<file path="src/rtl/lrb_pkg.sv">
package lrb_pkg;

   function automatic int unsigned cnt_w(input int unsigned n);
      return (n < 2) ? 1 : $clog2(n + 1);
   endfunction

   function automatic bit is_pow2(input int unsigned n);
      return (n != 0) && ((n & (n - 1)) == 0);
   endfunction

   typedef enum logic {
      RLS_WAIT = 1'b0,
      RLS_RUN  = 1'b1
   } rls_state_e;

endpackage

</file>
<file path="src/rtl/lrb_mf_timer.sv">
// Frame index inside the multiframe and release-point detection.
module lrb_mf_timer #(
   parameter int FRAMES_PER_MF = 8,
   parameter int RBD_W         = 4
) (
   input  logic             clk,
   input  logic             rst_n,
   input  logic             frame_tick,
   input  logic             mf_edge,
   input  logic [RBD_W-1:0] rbd,
   output logic             rls_point
);
   localparam int IDX_W = (FRAMES_PER_MF < 2) ? 1 : $clog2(FRAMES_PER_MF);

   logic [IDX_W-1:0] pos_q;
   logic [IDX_W-1:0] cur_idx;
   logic [IDX_W-1:0] tgt_idx;

   // Index of the current tick: the edge tick is 0, later ticks count up.
   always_comb begin
      cur_idx = mf_edge ? '0 : pos_q + IDX_W'(1);
   end

   // Out-of-range settings fold onto the edge itself.
   always_comb begin
      if ((rbd == '0) || (rbd >= RBD_W'(FRAMES_PER_MF))) begin
         tgt_idx = '0;
      end else begin
         tgt_idx = IDX_W'(rbd);
      end
   end

   always_ff @(posedge clk or negedge rst_n) begin
      if (!rst_n) begin
         pos_q <= '0;
      end else if (frame_tick) begin
         pos_q <= cur_idx;
      end
   end

   assign rls_point = frame_tick && (cur_idx == tgt_idx);

endmodule

</file>
<file path="src/rtl/lrb_lane_fifo.sv">
// One lane: capture from start marker, elastic storage, slip detection.
module lrb_lane_fifo #(
   parameter int DATA_W = 8,
   parameter int DEPTH  = 16
) (
   input  logic              clk,
   input  logic              rst_n,
   input  logic              clr,
   input  logic              in_vld,
   input  logic              in_start,
   input  logic [DATA_W-1:0] in_data,
   input  logic              rd_en,
   output logic [DATA_W-1:0] head_data,
   output logic              started,
   output logic              slip
);
   localparam int PTR_W = (DEPTH < 2) ? 1 : $clog2(DEPTH);
   localparam int CNT_W = lrb_pkg::cnt_w(DEPTH);

   logic [DATA_W-1:0] mem [DEPTH];
   logic [PTR_W-1:0]  wp_q, rp_q, wp_nx, rp_nx;
   logic [CNT_W-1:0]  cnt_q;
   logic              started_q, slip_q;

   logic accept, full, empty, do_wr, do_rd, wr_drop, rd_miss;

   assign accept  = in_vld && (started_q || in_start);
   assign full    = (cnt_q == CNT_W'(DEPTH));
   assign empty   = (cnt_q == '0);
   assign do_wr   = accept && (!full || rd_en);
   assign do_rd   = rd_en && !empty;
   assign wr_drop = accept && full && !rd_en;
   assign rd_miss = rd_en && empty;

   generate
      if (lrb_pkg::is_pow2(DEPTH)) begin : g_wrap_free
         assign wp_nx = wp_q + PTR_W'(1);
         assign rp_nx = rp_q + PTR_W'(1);
      end else begin : g_wrap_cmp
         assign wp_nx = (wp_q == PTR_W'(DEPTH - 1)) ? '0 : wp_q + PTR_W'(1);
         assign rp_nx = (rp_q == PTR_W'(DEPTH - 1)) ? '0 : rp_q + PTR_W'(1);
      end
   endgenerate

   always_ff @(posedge clk) begin
      if (do_wr && !clr) begin
         mem[wp_q] <= in_data;
      end
   end

   always_ff @(posedge clk or negedge rst_n) begin
      if (!rst_n) begin
         wp_q      <= '0;
         rp_q      <= '0;
         cnt_q     <= '0;
         started_q <= 1'b0;
         slip_q    <= 1'b0;
      end else if (clr) begin
         wp_q      <= '0;
         rp_q      <= '0;
         cnt_q     <= '0;
         started_q <= 1'b0;
         slip_q    <= 1'b0;
      end else begin
         if (do_wr) begin
            wp_q      <= wp_nx;
            started_q <= 1'b1;
         end
         if (do_rd) begin
            rp_q <= rp_nx;
         end
         unique case ({do_wr, do_rd})
            2'b10:   cnt_q <= cnt_q + CNT_W'(1);
            2'b01:   cnt_q <= cnt_q - CNT_W'(1);
            default: cnt_q <= cnt_q;
         endcase
         if (wr_drop || rd_miss) begin
            slip_q <= 1'b1;
         end
      end
   end

   assign head_data = mem[rp_q];
   assign started   = started_q;
   assign slip      = slip_q;

endmodule

</file>
<file path="src/rtl/lrb_release_ctrl.sv">
// Decides the common release tick and drives lockstep reads.
module lrb_release_ctrl #(
   parameter int LANES = 4
) (
   input  logic             clk,
   input  logic             rst_n,
   input  logic             clr,
   input  logic             frame_tick,
   input  logic             rls_point,
   input  logic [LANES-1:0] lane_started,
   output logic             rd_en,
   output logic             running,
   output logic [LANES-1:0] late
);
   lrb_pkg::rls_state_e state_q;
   logic [LANES-1:0]    late_q;
   logic                all_in, any_in, go, miss;

   assign all_in = &lane_started;
   assign any_in = |lane_started;
   assign go     = rls_point && (state_q == lrb_pkg::RLS_WAIT) && all_in;
   assign miss   = rls_point && (state_q == lrb_pkg::RLS_WAIT) && any_in && !all_in;
   assign rd_en  = frame_tick && ((state_q == lrb_pkg::RLS_RUN) || go);

   always_ff @(posedge clk or negedge rst_n) begin
      if (!rst_n) begin
         state_q <= lrb_pkg::RLS_WAIT;
         late_q  <= '0;
      end else if (clr) begin
         state_q <= lrb_pkg::RLS_WAIT;
         late_q  <= '0;
      end else begin
         if (go) begin
            state_q <= lrb_pkg::RLS_RUN;
         end
         if (miss) begin
            late_q <= late_q | ~lane_started;
         end
      end
   end

   assign running = (state_q == lrb_pkg::RLS_RUN);
   assign late    = late_q;

endmodule

</file>
<file path="src/rtl/lane_release_buffer.sv">
module lane_release_buffer #(
   parameter int LANES         = 4,
   parameter int DATA_W        = 8,
   parameter int FRAMES_PER_MF = 8,
   parameter int FIFO_DEPTH    = 16,
   parameter int RBD_W         = 4
) (
   input  logic                    clk,
   input  logic                    rst_n,
   input  logic                    resync,
   input  logic                    frame_tick,
   input  logic                    mf_edge,
   input  logic [RBD_W-1:0]        rbd,
   input  logic [LANES-1:0]        lane_vld,
   input  logic [LANES-1:0]        lane_start,
   input  logic [LANES*DATA_W-1:0] lane_data,
   output logic                    out_vld,
   output logic [LANES*DATA_W-1:0] out_data,
   output logic [LANES-1:0]        lane_late,
   output logic [LANES-1:0]        lane_slip
);
   localparam int BUS_W = LANES * DATA_W;

   generate
      if (LANES < 1) begin : g_bad_lanes
         $error("LANES must be at least 1");
      end
      if (DATA_W < 1) begin : g_bad_width
         $error("DATA_W must be at least 1");
      end
      if (FRAMES_PER_MF < 2) begin : g_bad_mf
         $error("FRAMES_PER_MF must be at least 2");
      end
      if (FIFO_DEPTH < FRAMES_PER_MF) begin : g_bad_depth
         $error("FIFO_DEPTH must hold a full multiframe");
      end
      if (RBD_W < $clog2(FRAMES_PER_MF + 1)) begin : g_bad_rbd
         $error("RBD_W too narrow for FRAMES_PER_MF");
      end
   endgenerate

   logic             rls_point;
   logic             rd_en;
   logic             rls_run;
   logic [LANES-1:0] started_w;
   logic [LANES-1:0] slip_w;
   logic [LANES-1:0] late_w;
   logic [BUS_W-1:0] head_flat;

   lrb_mf_timer #(
      .FRAMES_PER_MF(FRAMES_PER_MF),
      .RBD_W        (RBD_W)
   ) timer_i (
      .clk       (clk),
      .rst_n     (rst_n),
      .frame_tick(frame_tick),
      .mf_edge   (mf_edge),
      .rbd       (rbd),
      .rls_point (rls_point)
   );

   generate
      for (genvar g = 0; g < LANES; g++) begin : g_lane
         lrb_lane_fifo #(
            .DATA_W(DATA_W),
            .DEPTH (FIFO_DEPTH)
         ) fifo_i (
            .clk      (clk),
            .rst_n    (rst_n),
            .clr      (resync),
            .in_vld   (lane_vld[g]),
            .in_start (lane_start[g]),
            .in_data  (lane_data[g*DATA_W +: DATA_W]),
            .rd_en    (rd_en),
            .head_data(head_flat[g*DATA_W +: DATA_W]),
            .started  (started_w[g]),
            .slip     (slip_w[g])
         );
      end
   endgenerate

   lrb_release_ctrl #(
      .LANES(LANES)
   ) ctrl_i (
      .clk         (clk),
      .rst_n       (rst_n),
      .clr         (resync),
      .frame_tick  (frame_tick),
      .rls_point   (rls_point),
      .lane_started(started_w),
      .rd_en       (rd_en),
      .running     (rls_run),
      .late        (late_w)
   );

   always_ff @(posedge clk or negedge rst_n) begin
      if (!rst_n) begin
         out_vld  <= 1'b0;
         out_data <= '0;
      end else if (resync) begin
         out_vld  <= 1'b0;
         out_data <= '0;
      end else begin
         out_vld <= rd_en;
         if (rd_en) begin
            out_data <= head_flat;
         end
      end
   end

   assign lane_late = late_w;
   assign lane_slip = slip_w;

endmodule

</file>
<file path="config.mk">
export PLATFORM = sky130hd
export DESIGN_NAME = lane_release_buffer
export DESIGN_NICKNAME = d
export VERILOG_FILES = /design/src/rtl/lrb_pkg.sv /design/src/rtl/lrb_mf_timer.sv /design/src/rtl/lrb_lane_fifo.sv /design/src/rtl/lrb_release_ctrl.sv /design/src/rtl/lane_release_buffer.sv
export SDC_FILE = /design/constraint.sdc
export NUM_CORES = 1
export LEC_CHECK = 0
export BUFFER_PORTS_ARGS = -buffer_cell sky130_fd_sc_hd__clkbuf_2
export CAP_MARGIN = 5
export CORE_MARGIN = 8
export CORE_UTILIZATION = 60
export CTS_CLUSTER_SIZE = 16
export DETAILED_ROUTE_END_ITERATION = 6
export GPL_ROUTABILITY_DRIVEN = 0
export PLACE_DENSITY = 0.77
export SYNTH_ARGS = -nofsm -noshare
export SYNTH_HDL_FRONTEND = slang
export SYNTH_HIERARCHICAL = 1
export SYNTH_SLANG_ARGS = --single-unit
</file>
<file path="constraint.sdc">
create_clock -name clk -period 4.8 [get_ports clk]
set_input_delay 0.24 -clock clk [delete_from_list [all_inputs] [get_ports clk]]
set_output_delay 0.24 -clock clk [all_outputs]
set_load 0.01 [all_outputs]
</file>
=== Yosys cells after proc, flatten, opt, wreduce, memory -nomap -nowiden ===
Memory sizes are Yosys's and may differ from the RTL's.
Index checks and enable logic that the tools add are counted.

* Bitwise gates (word level): 3
* Reductions and logical operators: 85
* Magnitude comparators: 1
* Equality and inequality tests: 13
* Mux-type cells: 57
* Add/subtract/negate cells: 17

{| class="wikitable"
|+ Operators with widths
! operator !! number
|-
| $mux W4 || 18
|-
| $mux W32 || 2
|-
| $pmux W5 S2 || 4
|-
| $logic_and A1 B1 Y1 || 34
|-
| $add A4 B1 Y4 const B || 8
|-
| $reduce_bool A2 Y1 || 15
|-
| $mux W1 || 27
|-
| $add A5 B1 Y5 const B || 4
|-
| $eq A5 B5 Y1 const B || 4
|-
| $logic_not A5 Y1 || 4
|-
| $mux W5 || 4
|-
| $sub A5 B1 Y5 const B || 4
|-
| $logic_or A1 B1 Y1 || 14
|-
| $reduce_bool A3 Y1 || 4
|-
| $logic_not A1 Y1 || 11
|-
| $eq A2 B1 Y1 const B || 4
|-
| $eq A2 B2 Y1 const B || 4
|-
| $mux W3 || 2
|-
| $ge A4 B4 Y1 const B || 1
|-
| $logic_not A4 Y1 || 1
|-
| $not A4 Y4 || 1
|-
| $or A4 B4 Y4 || 1
|-
| $reduce_and A4 Y1 || 1
|-
| $reduce_or A4 Y1 || 1
|-
| 3 further kinds || 3
|}

* Register bits: 101
* Logic and storage cells: 205
* Input port bits: 49
* Output and inout port bits: 41
* Memories kept: 4
* Memory bits (writable): 512

{| class="wikitable"
|+ Memories
! name !! depth !! width !! rd ports !! clocked after memory_dff !! wr ports !! RTL line !! source
|-
| g_lane[0].fifo_i.mem || 16 || 8 || 1 || 0 || 1 || lrb_lane_fifo.sv:20 || <nowiki>logic [DATA_W-1:0] mem [DEPTH];</nowiki>
|-
| g_lane[1].fifo_i.mem || 16 || 8 || 1 || 0 || 1 || lrb_lane_fifo.sv:20 ||
|-
| g_lane[2].fifo_i.mem || 16 || 8 || 1 || 0 || 1 || lrb_lane_fifo.sv:20 ||
|-
| g_lane[3].fifo_i.mem || 16 || 8 || 1 || 0 || 1 || lrb_lane_fifo.sv:20 ||
|}

=== Depth between registers and ports, before layout ===
* Depth after elaboration: 14
* Depth in mapped cells: 16
* Gate-level depth less buffers: 15

=== Hierarchy ===
The synthesis kept the hierarchy.

{| class="wikitable"
|+ By module, submodules not included
! module !! instances !! cells an instance !! area an instance (µm²) !! seq. area each (µm²)
|-
| lrb_lane_fifo (g_lane[1].fifo_i ...) || 3 || 312 || 5916.9 || 4219.0
|-
| lrb_lane_fifo (g_lane[0].fifo_i) || 1 || 315 || 5914.4 || 4219.0
|-
| lane_release_buffer || 1 || 106 || 1367.6 || 825.8
|-
| lrb_release_ctrl || 1 || 25 || 242.7 || 125.1
|-
| lrb_mf_timer || 1 || 23 || 222.7 || 75.1
|}

=== Worst setup path after synthesis ===
Ideal clock, no wire load.

* Path type: flip-flop to flip-flop
* Start: register timer_i.pos_q[0]
* End: memory g_lane[0].fifo_i.mem[1][0], enable pin
* Cell stages (with the launch flop): 14
* Library setup time: 0.370 ns
* Buffers on the path: 2
* Arrival time: 3.560 ns
* Data required time: 4.430 ns
* Path slack: 0.870 ns
* Clock period less this slack: 3.930 ns
* Path through: dfrtp_1 -> ha_1 -> nor2b_1 -> a2111oi_2 -> o22ai_1 -> a21oi_1 -> nand3_1 -> o21ai_0 -> clkbuf_1 -> nor2b_1 -> a21oi_1 -> nand2b_1 -> clkbuf_1 -> nor2_1

* Longest elaborated chain between the ends: 13

{| class="wikitable"
|+ Ends and longest elaborated chain
! element !! RTL line !! source
|-
| from (decl) || lrb_mf_timer.sv:15 || <nowiki>logic [IDX_W-1:0] pos_q;</nowiki>
|-
| from (signal assigned) || lrb_mf_timer.sv:37 || <nowiki>pos_q <= cur_idx;</nowiki>
|-
| $add A3 B1 Y3 || lrb_mf_timer.sv:21 || <nowiki>cur_idx = mf_edge ? '0 : pos_q + IDX_W'(1);</nowiki>
|-
| $mux W3 || lrb_mf_timer.sv:21 ||
|-
| $eq A3 B3 Y1 || lrb_mf_timer.sv:41 || <nowiki>assign rls_point = frame_tick && (cur_idx == tgt_idx);</nowiki>
|-
| $logic_and A1 B1 Y1 || lrb_mf_timer.sv:41 ||
|-
| via rls_point || lane_release_buffer.sv:42 || <nowiki>logic rls_point;</nowiki>
|-
| $logic_and A1 B1 Y1 (2 in a row) || lrb_release_ctrl.sv:21 || <nowiki>assign go = rls_point && (state_q == lrb_pkg::RLS_WAIT) && all_in;</nowiki>
|-
| $logic_or A1 B1 Y1 || lrb_release_ctrl.sv:23 || <nowiki>assign rd_en = frame_tick && ((state_q == lrb_pkg::RLS_RUN) || go);</nowiki>
|-
| $logic_and A1 B1 Y1 || lrb_release_ctrl.sv:23 ||
|-
| via rd_en || lane_release_buffer.sv:43 || <nowiki>logic rd_en;</nowiki>
|-
| $logic_or A1 B1 Y1 || lrb_lane_fifo.sv:30 || <nowiki>assign do_wr = accept && (!full || rd_en);</nowiki>
|-
| $logic_and A1 B1 Y1 || lrb_lane_fifo.sv:30 ||
|-
| $logic_and A1 B1 Y1 || lrb_lane_fifo.sv:46 || <nowiki>if (do_wr && !clr) begin</nowiki>
|-
| $mux W1 || lrb_lane_fifo.sv:46 ||
|-
| $mux W1 (not written as such) || lrb_lane_fifo.sv:47 || <nowiki>mem[wp_q] <= in_data;</nowiki>
|-
| to (decl) || lrb_lane_fifo.sv:20 ||
|}

The timed path passes the listed nets, and every way through them passes these cells.

=== Worst setup path in the final report ===
* Start: register timer_i.pos_q[0]
* End: register g_lane[3].fifo_i.cnt_q[2]

* Longest elaborated chain between the ends: 13
* Elaborated cells between the ends (all ways): 16
* Classes of those cells: add/sub (1); eq/ne (3); mux (3); reduce/logical (9)

{| class="wikitable"
|+ Ends and longest elaborated chain
! element !! RTL line !! source
|-
| $add A3 B1 Y3 * || lrb_mf_timer.sv:21 ||
|-
| $mux W3 * || lrb_mf_timer.sv:21 ||
|-
| $eq A3 B3 Y1 * || lrb_mf_timer.sv:41 ||
|-
| $logic_and A1 B1 Y1 * || lrb_mf_timer.sv:41 ||
|-
| via rls_point || lane_release_buffer.sv:42 ||
|-
| $logic_and A1 B1 Y1 * (2 in a row) || lrb_release_ctrl.sv:21 ||
|-
| $logic_or A1 B1 Y1 * || lrb_release_ctrl.sv:23 ||
|-
| $logic_and A1 B1 Y1 * || lrb_release_ctrl.sv:23 ||
|-
| via rd_en || lane_release_buffer.sv:43 ||
|-
| $logic_or A1 B1 Y1 || lrb_lane_fifo.sv:30 ||
|-
| $logic_and A1 B1 Y1 || lrb_lane_fifo.sv:30 ||
|-
| $eq A2 B1 Y1 or $eq A2 B2 Y1 (tied branches) || lrb_lane_fifo.sv:72 || <nowiki>unique case ({do_wr, do_rd})</nowiki>
|-
| $pmux W5 S2 || lrb_lane_fifo.sv:72 ||
|-
| $mux W5 || lrb_lane_fifo.sv:58 || <nowiki>end else if (clr) begin</nowiki>
|-
| to (signal assigned) || lrb_lane_fifo.sv:73 || <nowiki>2'b10: cnt_q <= cnt_q + CNT_W'(1);</nowiki>
|-
| to (signal assigned) || lrb_lane_fifo.sv:74 || <nowiki>2'b01: cnt_q <= cnt_q - CNT_W'(1);</nowiki>
|-
| to (signal assigned) || lrb_lane_fifo.sv:75 || <nowiki>default: cnt_q <= cnt_q;</nowiki>
|-
| to (decl) || lrb_lane_fifo.sv:22 || <nowiki>logic [CNT_W-1:0] cnt_q;</nowiki>
|}

Mark *: on every way through the listed nets, which the timed path passes. The rest lies on a longest branch.
A chain may end at the register's enable or synchronous reset.

==> summary.txt <==
GRT
  – GRT Overall Usage: 0.218
  – Grt total ovfl: 0
  – First-pass GRT wire length: 82900 um
  – Initial antenna violation count: 3
  – Pin count of the biggest net entering global routing: slightly below 80
  – Vias in the first global route: 13687

Placement
  – HPWL after detailed placement: around 34000 um
  – Placed insts: 1996
  – I/O Buffers: 89

Detailed routing
  – Starting DRT DRC Count: 1456
  – Total Wirelength: 53600 um
  – DR WL/cell: approximately 25 um
  – Vias/cell: 6.41
  – Drt pass-1 iters: 6
  – Routed Antenna Nets: 0
  – Drt drc: 0
  – Routed vias: roughly 13000

Synthesis
  – Post-synth top area cell: edfxtp_1
  – Post-Syn Area per Cell: between 15 and 20 um2
  – Top_reg_cell synth: edfxtp_1
  – Cell Area, Synth: ~25000 um2
  – Top cell type's share of synthesized area: 0.603
  – Post-synth EDFFs: between 500 and 600
  – #FFs+latches synth: around 610
  – Cell count after synthesis: 1405
  – Syn_nets: between 1000 and 1500
  – Cell variety after synth: 66
  – Post-synthesis async set-or-reset flop share: 0.165
  – Area contributors post-synth: edfxtp_1 60%, mux4_2 14%, dfrtp_1 9.9%
  – Sequential area share after synthesis: 0.702
  – Ys Warns: 6

Die
  – Height of the chip: roughly 220 um
  – Starting Density: 0.608
  – Die width: 222 um
  – Cell row count: 75
  – Top Ports: 90
  – Die Footprint: about 50000 um2
  – CORE AREA: between 40000 and 50000 um2

STA
  – Slew Viols, Final: 0
  – Crit share post-route: 0.881
  – Worst slew pin tran: 1.33 ns
  – Finish-stage setup viols: 0
  – Fin Clk Skew: slightly above 0.01 ns
  – Relative slew slack: 0.114
  – Unrepaired setup endpoints after global routing: no
  – Max frequency: about 0.24 GHz
  – Hold Vio Cnt, Final: 0
  – Sum Neg Setup Slack: 0 ns
  – Final worst path period need: 4.23 ns
  – Final hold slack: roughly 0.057 ns

Setup path
  – Bufs and invs on worst path: 1
  – Slowest-stage cell, CP: or3b_2
  – Worst Path Max Fanout: 22
  – Family with the most delay on the worst path: compound AO/OA/AOI/OAI gates
  – Slowest cell delay on critical path: 0.46 ns
  – Most frequent CP cell: ha_1
  – Worst path required time: ~5.3 ns
  – Cell Chain, Critical Path: ha_1 -> nor2b_1 -> a2111oi_2 -> o22ai_1 -> a21oi_1 -> nand3_1 -> o21ai_4 -> buf_4 -> o2111ai_1 -> nand2_1 -> ha_1 -> or3b_2 -> a2111oi_0 -> a221oi_1 -> o41ai_1
  – Crit path DAT: 4.72 ns
  – Startpoint Class: flip-flop
  – Crit end category: flip-flop
  – Worst setup path category: reg2reg

Final layout
  – Layout cells sized above 1: 0.270
  – Area grow syn2layout: 12.1%
  – Nets: about 1600
  – Fin cells: roughly 2100
  – Fill count: between 2000 and 3000

Outcome
  – Status: finished clean

Pwr
  – Flop pwr share: 0.530
  – Switching share of power: 0.198
  – Internal power: about 0.0089 W
  – Pwr/cell area: slightly below 400 nW/um2
  – Clk network pwr share: 0.438
  – P_leak: between 9 and 10 nW
  – Combinational share of power: 0.032
  – Psw: between 0.002 and 0.0025 W
  – Total power: 0.0110 W
  – VDD IR max: 0.367 mV

Clocking
  – Clock buffer depth: 3
  – CTS clk-pin slew, worst paths: 0.06 ns
  – Clock Latency Late Sink: roughly 0.6 ns
  – Cts bufs inserted: 58
  – CTS tree: yes
  – CTS H-tree depth: 2
  – Clock root cell: clkbuf_16
  – Sink Count: 613

Job
  – Max-cap violations: 0

Min path
  – Worst min path class: in2reg
## final timing paths
check,slack [ns],from,depth (start not counted),endpoint
worst max-delay path,0.57,timer_i/pos_q[0],15,g_lane[3].fifo_i/cnt_q[2]
max in group asynchronous,3.33,rst_n,3,g_lane[2].fifo_i/rp_q[0]
worst max register to register,0.57,timer_i/pos_q[0],15,g_lane[3].fifo_i/cnt_q[2]
worst min-delay path,0.06,frame_tick,2,timer_i/pos_q[2]
min in group asynchronous,0.29,rst_n,2,out_data[30]
worst min register to register,0.51,g_lane[2].fifo_i/slip,2,g_lane[2].fifo_i/slip
## flip-flops by register name, summed over array words and instances, names as in the netlist
register	count
ctrl_i/late	4
g_lane.fifo_i/mem	512
ctrl_i/running	1
out_vld	1
g_lane.fifo_i/rp_q	16
timer_i/pos_q	3
g_lane.fifo_i/cnt_q	20
g_lane.fifo_i/started	4
g_lane.fifo_i/slip	4
out_data	32
g_lane.fifo_i/wp_q	16
## cell usage in the layout (no fill, tap or decap), types with 7 or more instances in the layout
master / Yosys / layout
edfxtp_1: 512 / 512
mux4_2: 160 / 160
nor2_1: 155 / 155
dfrtp_1: 101 / 97
clkbuf_2: 0 / 87
clkbuf_16: 0 / 61
nand2_1: 45 / 45
buf_4: 9 / 43
mux2i_1: 40 / 40
inv_1: 32 / 32
ha_1: 29 / 29
nand3_1: 20 / 20
o21ai_0: 19 / 18
clkbuf_1: 41 / 15
xnor2_1: 14 / 14
nor3_1: 13 / 13
a21oi_1: 13 / 13
xor2_1: 12 / 12
a211oi_1: 12 / 12
nor2b_1: 10 / 10
bufinv_16: 0 / 10
nand2b_1: 9 / 9
a31oi_1: 8 / 8
clkinv_2: 0 / 7
o32ai_1: 7 / 7
o211ai_1: 7 / 7
## per-layer routing
layer	global-route usage	up-vias	part of all wire
li1	-	5813	-
met1	0.312	6997	0.43
met2	0.343	583	0.48
met3	0.0476	88	0.074
met4	0.0511	4	0.019
met5	0	-	0.00048
## area by class of cell
cell class	count	area, um2	area share
clock buffers	81	1650	0.0578
diodes	1	2.50	0.0000876
repair buffers	131	768	0.0269
multi-input cells	681	7060	0.247
inverters	33	126	0.00442
flip-flops and latches	613	17900	0.627
well taps	539	674	0.0236
clock inverters	25	385	0.0135
## cell families (layout without fill, tap and decap cells)
kind of cell	Yosys count	after routing	share of synthesized area
simple gates	292	292	0.0532
buf+inv	111	270	0.0216
other cells	0	1	0
fa+ha+maj	29	29	0.0142
xor+xnor	26	26	0.00893
compound gates	126	126	0.0389
flops	613	613	0.702
mux	208	208	0.161
## Yosys cell counts, drive strengths merged, types with 5 or more instances
master  number
ha          29
a21oi       13
or3b         6
o21a         5
inv         33
o21ai       23
o211ai      14
xor2        12
buf         37
nor2       157
nor4         5
dfrtp      101
a31oi        8
edfxtp     512
nand3       20
nand2       45
xnor2       14
a211oi      12
mux4       160
nor3        13
mux2i       40
o32ai        7
nor2b       10
clkbuf      41
mux2         8
nand2b       9
## power groups by stage
stage	combinational [W]	sequential, W	clock, W
after floorplan	0.000179	0.00595	0
after global placement	0.000334	0.00596	0
after detailed placement	0.000347	0.00596	0
after CTS	0.000352	0.00585	0.00491
after global routing	0.000386	0.00586	0.00511
final	0.000352	0.00585	0.00483
## repair_timing
item,in CTS,in global routing
hold endpoints to repair,58,0
setup buffers,0,0
hold buffers,1,0
gates resized for setup,0,0
## stage by stage
step	cell area [um2]	util	worst slack [ns]
after detailed placement	26500	0.632	0.707
after global routing	28600	0.681	0.186
after floorplan	25500	-	0.870
after CTS	28600	0.681	0.651
after global placement	26500	0.632	0.932
final	28600	0.681	0.571
Note: power is estimated with default switching activity, not from simulation.
